<file path="src/rtl/irq_vec_pkg.sv">
package irq_vec_pkg;

    typedef enum logic [1:0] {
        ST_IDLE    = 2'd0,
        ST_REG_ACK = 2'd1,
        ST_VEC_ACK = 2'd2,
        ST_NO_ACK  = 2'd3
    } bus_state_t;

    localparam int unsigned ADDR_STATUS = 0;
    localparam int unsigned ADDR_MASK   = 1;
    localparam int unsigned ADDR_VECTOR = 2;

endpackage

</file>
<file path="src/rtl/irq_src_regs.sv">
module irq_src_regs #(
    parameter int unsigned       N_SRC     = 8,
    parameter int unsigned       DATA_W    = 8,
    parameter int unsigned       ADDR_W    = 2,
    parameter logic [DATA_W-1:0] VEC_RESET = 8'h0F
) (
    input  logic              clk,
    input  logic              rst_n,
    input  logic [N_SRC-1:0]  src_cond,
    input  logic              wr_en,
    input  logic [ADDR_W-1:0] addr,
    input  logic [DATA_W-1:0] wdata,
    output logic [N_SRC-1:0]  status_q,
    output logic [N_SRC-1:0]  mask_q,
    output logic [DATA_W-1:0] vec_q,
    output logic              any_pending
);
    import irq_vec_pkg::*;

    localparam logic [ADDR_W-1:0] A_MASK = ADDR_W'(ADDR_MASK);
    localparam logic [ADDR_W-1:0] A_VEC  = ADDR_W'(ADDR_VECTOR);

    logic [N_SRC-1:0] masked;

    // Status tracks source levels; no latching of edges.
    always_ff @(posedge clk or negedge rst_n) begin
        if (!rst_n) begin
            status_q <= '0;
        end else begin
            status_q <= src_cond;
        end
    end

    always_ff @(posedge clk or negedge rst_n) begin
        if (!rst_n) begin
            mask_q <= '0;
        end else if (wr_en && (addr == A_MASK)) begin
            mask_q <= wdata[N_SRC-1:0];
        end
    end

    always_ff @(posedge clk or negedge rst_n) begin
        if (!rst_n) begin
            vec_q <= VEC_RESET;
        end else if (wr_en && (addr == A_VEC)) begin
            vec_q <= wdata;
        end
    end

    always_comb begin
        masked      = status_q & mask_q;
        any_pending = |masked;
    end

endmodule

</file>
<file path="src/rtl/irq_bus_fsm.sv">
module irq_bus_fsm
    import irq_vec_pkg::*;
(
    input  logic       clk,
    input  logic       rst_n,
    input  logic       sel_n,
    input  logic       iack_n,
    input  logic       rd_wr,
    input  logic       any_pending,
    output bus_state_t state,
    output logic       reg_start,
    output logic       vec_start,
    output logic       xfer_ack_n,
    output logic       read_oe
);
    bus_state_t state_nx;
    logic       is_read_q;

    // State register
    always_ff @(posedge clk or negedge rst_n) begin
        if (!rst_n) begin
            state <= ST_IDLE;
        end else begin
            state <= state_nx;
        end
    end

    // Direction of the current register access, held for the whole access
    always_ff @(posedge clk or negedge rst_n) begin
        if (!rst_n) begin
            is_read_q <= 1'b0;
        end else if (reg_start) begin
            is_read_q <= rd_wr;
        end
    end

    // Next state; acknowledge has priority over select in idle
    always_comb begin
        state_nx = state;
        unique case (state)
            ST_IDLE: begin
                if (!iack_n) begin
                    state_nx = any_pending ? ST_VEC_ACK : ST_NO_ACK;
                end else if (!sel_n) begin
                    state_nx = ST_REG_ACK;
                end
            end
            ST_REG_ACK: begin
                if (sel_n) begin
                    state_nx = ST_IDLE;
                end
            end
            ST_VEC_ACK: begin
                if (iack_n) begin
                    state_nx = ST_IDLE;
                end
            end
            ST_NO_ACK: begin
                if (iack_n) begin
                    state_nx = ST_IDLE;
                end
            end
        endcase
    end

    // Outputs and start strobes
    always_comb begin
        reg_start  = 1'b0;
        vec_start  = 1'b0;
        xfer_ack_n = 1'b1;
        read_oe    = 1'b0;
        unique case (state)
            ST_IDLE: begin
                vec_start = !iack_n && any_pending;
                reg_start = iack_n && !sel_n;
            end
            ST_REG_ACK: begin
                xfer_ack_n = 1'b0;
                read_oe    = is_read_q;
            end
            ST_VEC_ACK: begin
                xfer_ack_n = 1'b0;
                read_oe    = 1'b1;
            end
            ST_NO_ACK: begin
                xfer_ack_n = 1'b1;
                read_oe    = 1'b0;
            end
        endcase
    end

endmodule

</file>
<file path="src/rtl/irq_read_path.sv">
module irq_read_path #(
    parameter int unsigned N_SRC  = 8,
    parameter int unsigned DATA_W = 8,
    parameter int unsigned ADDR_W = 2
) (
    input  logic              clk,
    input  logic              rst_n,
    input  logic              reg_start,
    input  logic              vec_start,
    input  logic [ADDR_W-1:0] addr,
    input  logic [N_SRC-1:0]  status_q,
    input  logic [N_SRC-1:0]  mask_q,
    input  logic [DATA_W-1:0] vec_q,
    output logic [DATA_W-1:0] rdata_q
);
    import irq_vec_pkg::*;

    localparam logic [ADDR_W-1:0] A_STAT = ADDR_W'(ADDR_STATUS);
    localparam logic [ADDR_W-1:0] A_MASK = ADDR_W'(ADDR_MASK);
    localparam logic [ADDR_W-1:0] A_VEC  = ADDR_W'(ADDR_VECTOR);

    logic [DATA_W-1:0] reg_sel;

    always_comb begin
        reg_sel = '0;
        if (addr == A_STAT) begin
            reg_sel = DATA_W'(status_q);
        end else if (addr == A_MASK) begin
            reg_sel = DATA_W'(mask_q);
        end else if (addr == A_VEC) begin
            reg_sel = vec_q;
        end
    end

    // Read data is captured once, at the start of the cycle
    always_ff @(posedge clk or negedge rst_n) begin
        if (!rst_n) begin
            rdata_q <= '0;
        end else if (vec_start) begin
            rdata_q <= vec_q;
        end else if (reg_start) begin
            rdata_q <= reg_sel;
        end
    end

endmodule

</file>
<file path="src/rtl/irq_vector_ctrl.sv">
module irq_vector_ctrl
    import irq_vec_pkg::*;
#(
    parameter int unsigned       N_SRC     = 8,
    parameter int unsigned       DATA_W    = 8,
    parameter int unsigned       ADDR_W    = 2,
    parameter logic [DATA_W-1:0] VEC_RESET = 8'h0F
) (
    input  logic              clk,
    input  logic              rst_n,
    input  logic [N_SRC-1:0]  src_cond,
    input  logic              sel_n,
    input  logic              rd_wr,
    input  logic [ADDR_W-1:0] addr,
    input  logic [DATA_W-1:0] wdata,
    input  logic              iack_n,
    output logic [DATA_W-1:0] rdata,
    output logic              rdata_oe,
    output logic              xfer_ack_n,
    output logic              irq_n
);
    logic [N_SRC-1:0]  status_q;
    logic [N_SRC-1:0]  mask_q;
    logic [DATA_W-1:0] vec_q;
    logic [DATA_W-1:0] rdata_q;
    logic              any_pending;
    logic              reg_start;
    logic              vec_start;
    logic              read_oe;
    logic              wr_en;
    bus_state_t        state;

    assign wr_en = reg_start && !rd_wr;

    irq_src_regs #(
        .N_SRC(N_SRC), .DATA_W(DATA_W), .ADDR_W(ADDR_W), .VEC_RESET(VEC_RESET)
    ) regs_i (
        .clk(clk), .rst_n(rst_n), .src_cond(src_cond), .wr_en(wr_en),
        .addr(addr), .wdata(wdata), .status_q(status_q), .mask_q(mask_q),
        .vec_q(vec_q), .any_pending(any_pending)
    );

    irq_bus_fsm fsm_i (
        .clk(clk), .rst_n(rst_n), .sel_n(sel_n), .iack_n(iack_n),
        .rd_wr(rd_wr), .any_pending(any_pending), .state(state),
        .reg_start(reg_start), .vec_start(vec_start),
        .xfer_ack_n(xfer_ack_n), .read_oe(read_oe)
    );

    irq_read_path #(
        .N_SRC(N_SRC), .DATA_W(DATA_W), .ADDR_W(ADDR_W)
    ) rd_i (
        .clk(clk), .rst_n(rst_n), .reg_start(reg_start), .vec_start(vec_start),
        .addr(addr), .status_q(status_q), .mask_q(mask_q), .vec_q(vec_q),
        .rdata_q(rdata_q)
    );

    assign rdata    = read_oe ? rdata_q : '0;
    assign rdata_oe = read_oe;
    assign irq_n    = !any_pending;

endmodule

</file>
<file path="config.mk">
export PLATFORM = sky130hd
export DESIGN_NAME = irq_vector_ctrl
export DESIGN_NICKNAME = d
export VERILOG_FILES = /design/src/rtl/irq_vec_pkg.sv /design/src/rtl/irq_src_regs.sv /design/src/rtl/irq_bus_fsm.sv /design/src/rtl/irq_read_path.sv /design/src/rtl/irq_vector_ctrl.sv
export SDC_FILE = /design/constraint.sdc
export NUM_CORES = 1
export LEC_CHECK = 0
export BUFFER_PORTS_ARGS = -buffer_cell sky130_fd_sc_hd__buf_4
export CELL_PAD_IN_SITES_DETAIL_PLACEMENT = 0
export CELL_PAD_IN_SITES_GLOBAL_PLACEMENT = 1
export CORE_UTILIZATION = 45
export CTS_BUF_LIST = sky130_fd_sc_hd__clkbuf_4 sky130_fd_sc_hd__clkbuf_8 sky130_fd_sc_hd__clkbuf_16
export DETAILED_ROUTE_END_ITERATION = 8
export PLACE_DENSITY = 0.86
export SLEW_MARGIN = 40
export SYNTH_ARGS = -nofsm -noshare
export SYNTH_HDL_FRONTEND = slang
export SYNTH_SLANG_ARGS = --single-unit
</file>
<file path="constraint.sdc">
create_clock -name clk -period 3.67 [get_ports clk]
set_input_delay 0.734 -clock clk [delete_from_list [all_inputs] [get_ports clk]]
set_output_delay 0.734 -clock clk [all_outputs]
set_load 0.005 [all_outputs]
</file>
==> metrics.json <==
{
  "synth_top_family_by_area": "multiplexers",
  "clock_latency_ns": 0.34,
  "grt_antenna_before_repair": 0,
  "numPlacedInstances": 209,
  "die_width_um": 62.6,
  "finalSetupViolations": 0,
  "timing_worst_slew_pin_value_ns": 0.606,
  "cts.htree.levels": 2,
  "final_period_utilization_pct": 70.9,
  "port-buffer-count": 33,
  "setup_tns_ns": 0,
  "cellPowerDensity_mw_per_mm2": 653,
  "grt_max_degree": 36,
  "first_global_vias": 1090,
  "grt_usage_pct": 17.6,
  "synthesis.instances": 134,
  "cts.sinks": 35,
  "tritoncts": "yes",
  "finClkSkew_ns": 0.00868,
  "finish.net_count": 198,
  "muxShareOfSynthArea_pct": 16.4,
  "finalWorstPathRequiredPeriod_ns": 2.60,
  "clkTransAtPathRegs_ns": 0.10,
  "drt_drc_violations_left": 0,
  "top_flip_flop_cell_by_instance_count_after_synthesis": "dfrtp_1",
  "die_height_um": 62.6,
  "max-vdd-ir-drop_mv": 0.304,
  "synth-seq-cells": 35,
  "number_of_distinct_library_cells_after_synthesis": 29,
  "setup.worst_path.end_class": "output port",
  "finalHoldViolations": 0,
  "tritoncts.num_buffers": 5,
  "drtPass1Iterations": 4,
  "drive_gt1_share_pct": 42.1,
  "power_leakage_nw": 0.949,
  "grt_first_pass_wirelength_mm": 5.11,
  "fill_cells": 307,
  "postSynthAreaPerCell_sq_um": 12.3,
  "synthXorXnorAreaFrac_pct": 0,
  "post_synth_fa_ha_maj_area_fraction_pct": 3.79,
  "category_of_the_worst_setup_path_launch_point": "flip-flop",
  "routed-via-count": 1122,
  "post_synthesis_net_count": 162,
  "drv_slew": 0,
  "drt_wl_total_mm": 2.97,
  "hpwl_mm": 2.29,
  "rsz0062_at_grt": "no",
  "hold_fix_buffers_cts": 0,
  "stdcell_count": 217,
  "dieArea_sq_mm": 0.00392,
  "placement_rows": 21,
  "cp_data_arrival_time_ns": 1.87,
  "core_region_area_sq_mm": 0.00342,
  "crit_type": "reg -> out",
  "clk_root_buf": "clkbuf_4",
  "post_cts.repair.setup_buffers": 0,
  "max_clock_freq_ghz": 0.384,
  "detail_route.iter0.violations": 30,
  "finalWeightedCongestion": 0.806,
  "area_growth_pct": 21.2,
  "cp.required_ns": 2.94,
  "floorplan.initialDensity_pct": 48.4,
  "ant_nets": 0,
  "wl_per_cell_um": 13.7,
  "max_cap_violations": 0,
  "antenna_cells_inserted": 0,
  "syn_area_sq_mm": 0.00165,
  "edff_count_synth": 0,
  "io-pin-count": 34,
  "async_reset_ff_share_pct": 100,
  "yosys_warnings": 0,
  "ctsResizeCount": 0,
  "worst-path-max-fanout": 9,
  "globalRoute.totalOverflow": 0,
  "status": "finished, final reports clean",
  "vias_per_cell": 5.17,
  "ys_seq_area_share_pct": 53.3,
  "synthSimpleGateAreaFrac_pct": 11.9,
  "hp-class": "in -> async",
  "relSlewSlack_pct": 59.5,
  "synth_compound_gate_area_share_pct": 12.0,
  "clock_tree.buffer_depth": 2
}
## per-stage QoR
stage          total power [mW]  hold slack [ns]  setup slack, ns  utilization, %  area [sq um]
2_1_floorplan             0.927            0.438             1.72               -          1650
3_3_place_gp               1.07            0.496             1.48            56.6          1930
3_5_place_dp               1.09            0.494             1.40            56.6          1930
4_1_cts                    1.33            0.313             1.01            58.6          2000
5_1_grt                    1.41            0.323            0.842            58.6          2000
6_report                   1.31            0.321             1.07            58.6          2000
## kinds of logic after synthesis
group	Yosys count
AND/OR/NAND/NOR	34
adder cells (fa/ha/maj)	5
multiplexers	25
flip-flops	35
buffers and inverters	9
AO/OA/AOI/OAI	26
## power by group
group	internal, mW	switching, mW
Sequential	0.537	0.0958
Combinational	0.252	0.195
Clock	0.102	0.125
## cells in the mapped netlist (2+ instances only)
library cell   n  area, sq um
ha_1           5         62.6
inv_1          5         18.8
dfstp_2        4          105
or2_2          5         31.3
nand2_1        7         26.3
a221o_1        8         80.1
mux2i_1        8         80.1
a22oi_1        4         30.0
dfrtp_1       31          776
a21oi_1        6         30.0
nor2_1         5         18.8
buf_2          2         10.0
a2bb2oi_1      3         26.3
o21ai_0        3         15.0
mux2_2        17          191
and2_1         8         50.1
## final timing paths
kind / from / to / slack (ns) / cells past startpoint
setup / recovery: fsm_i.state[0] / rdata[4] / 1.07 / 6
hold / removal: rst_n / regs_i.vec_q[4] / 0.32 / 1
setup reg to reg: fsm_i.state[0] / regs_i.mask_q[5] / 1.63 / 6
hold reg to reg: rd_i.rdata_q[5] / rd_i.rdata_q[5] / 0.51 / 1
max in group asynchronous: rst_n / regs_i.vec_q[3] / 3.02 / 1
min in group clk: src_cond[3] / regs_i.status_q[3] / 0.49 / 1
## worst max-delay path: stages (launching register included)
cell     delay, ns
dfrtp_1       0.41
inv_1         0.10
ha_1          0.29
inv_1         0.05
nor2_1        0.38
and2_1        0.20
buf_4         0.11
## placed cells by master (no fill, tap or decap), types with 3 or more instances in the layout
cell type,netlist,layout
ha_1,5,5
buf_4,1,33
nand2_1,7,7
a21oi_1,6,6
a2bb2oi_1,3,3
clkbuf_4,0,6
or2_2,5,5
inv_1,5,5
mux2_2,17,17
a22oi_1,4,4
and2_1,8,8
dfstp_2,4,4
dfrtp_1,31,31
a221o_1,8,8
mux2i_1,8,8
nor2_1,5,5
o21ai_0,3,3
## routing by layer
metal / vias to the layer above / GRT usage, % / wire [um]
met1: 537 / 21.7 / 1370
li1: 553 / - / -
met4: 0 / 8.72 / 68
met5: - / 0 / 0
met3: 6 / 5.66 / 127
met2: 26 / 27.9 / 1410
## area by class of cell
class	instances	area (sq um)	share of cell area (%)
Sequential cell	35	881	44.0
Multi-Input combinational cell	90	729	36.4
Timing Repair Buffer	33	248	12.4
Clock buffer	7	58.8	2.94
Tap cell	46	57.6	2.88
Inverter	5	18.8	0.938
Clock inverter	1	8.76	0.437
## sequential cells by signal, indices dropped and copies added (netlist names)
signal / count
regs_i.vec_q: 8
fsm_i.is_read_q: 1
rd_i.rdata_q: 8
regs_i.mask_q: 8
regs_i.status_q: 8
fsm_i.state: 2
No activity file was read; power rests on OpenSTA's default activity.
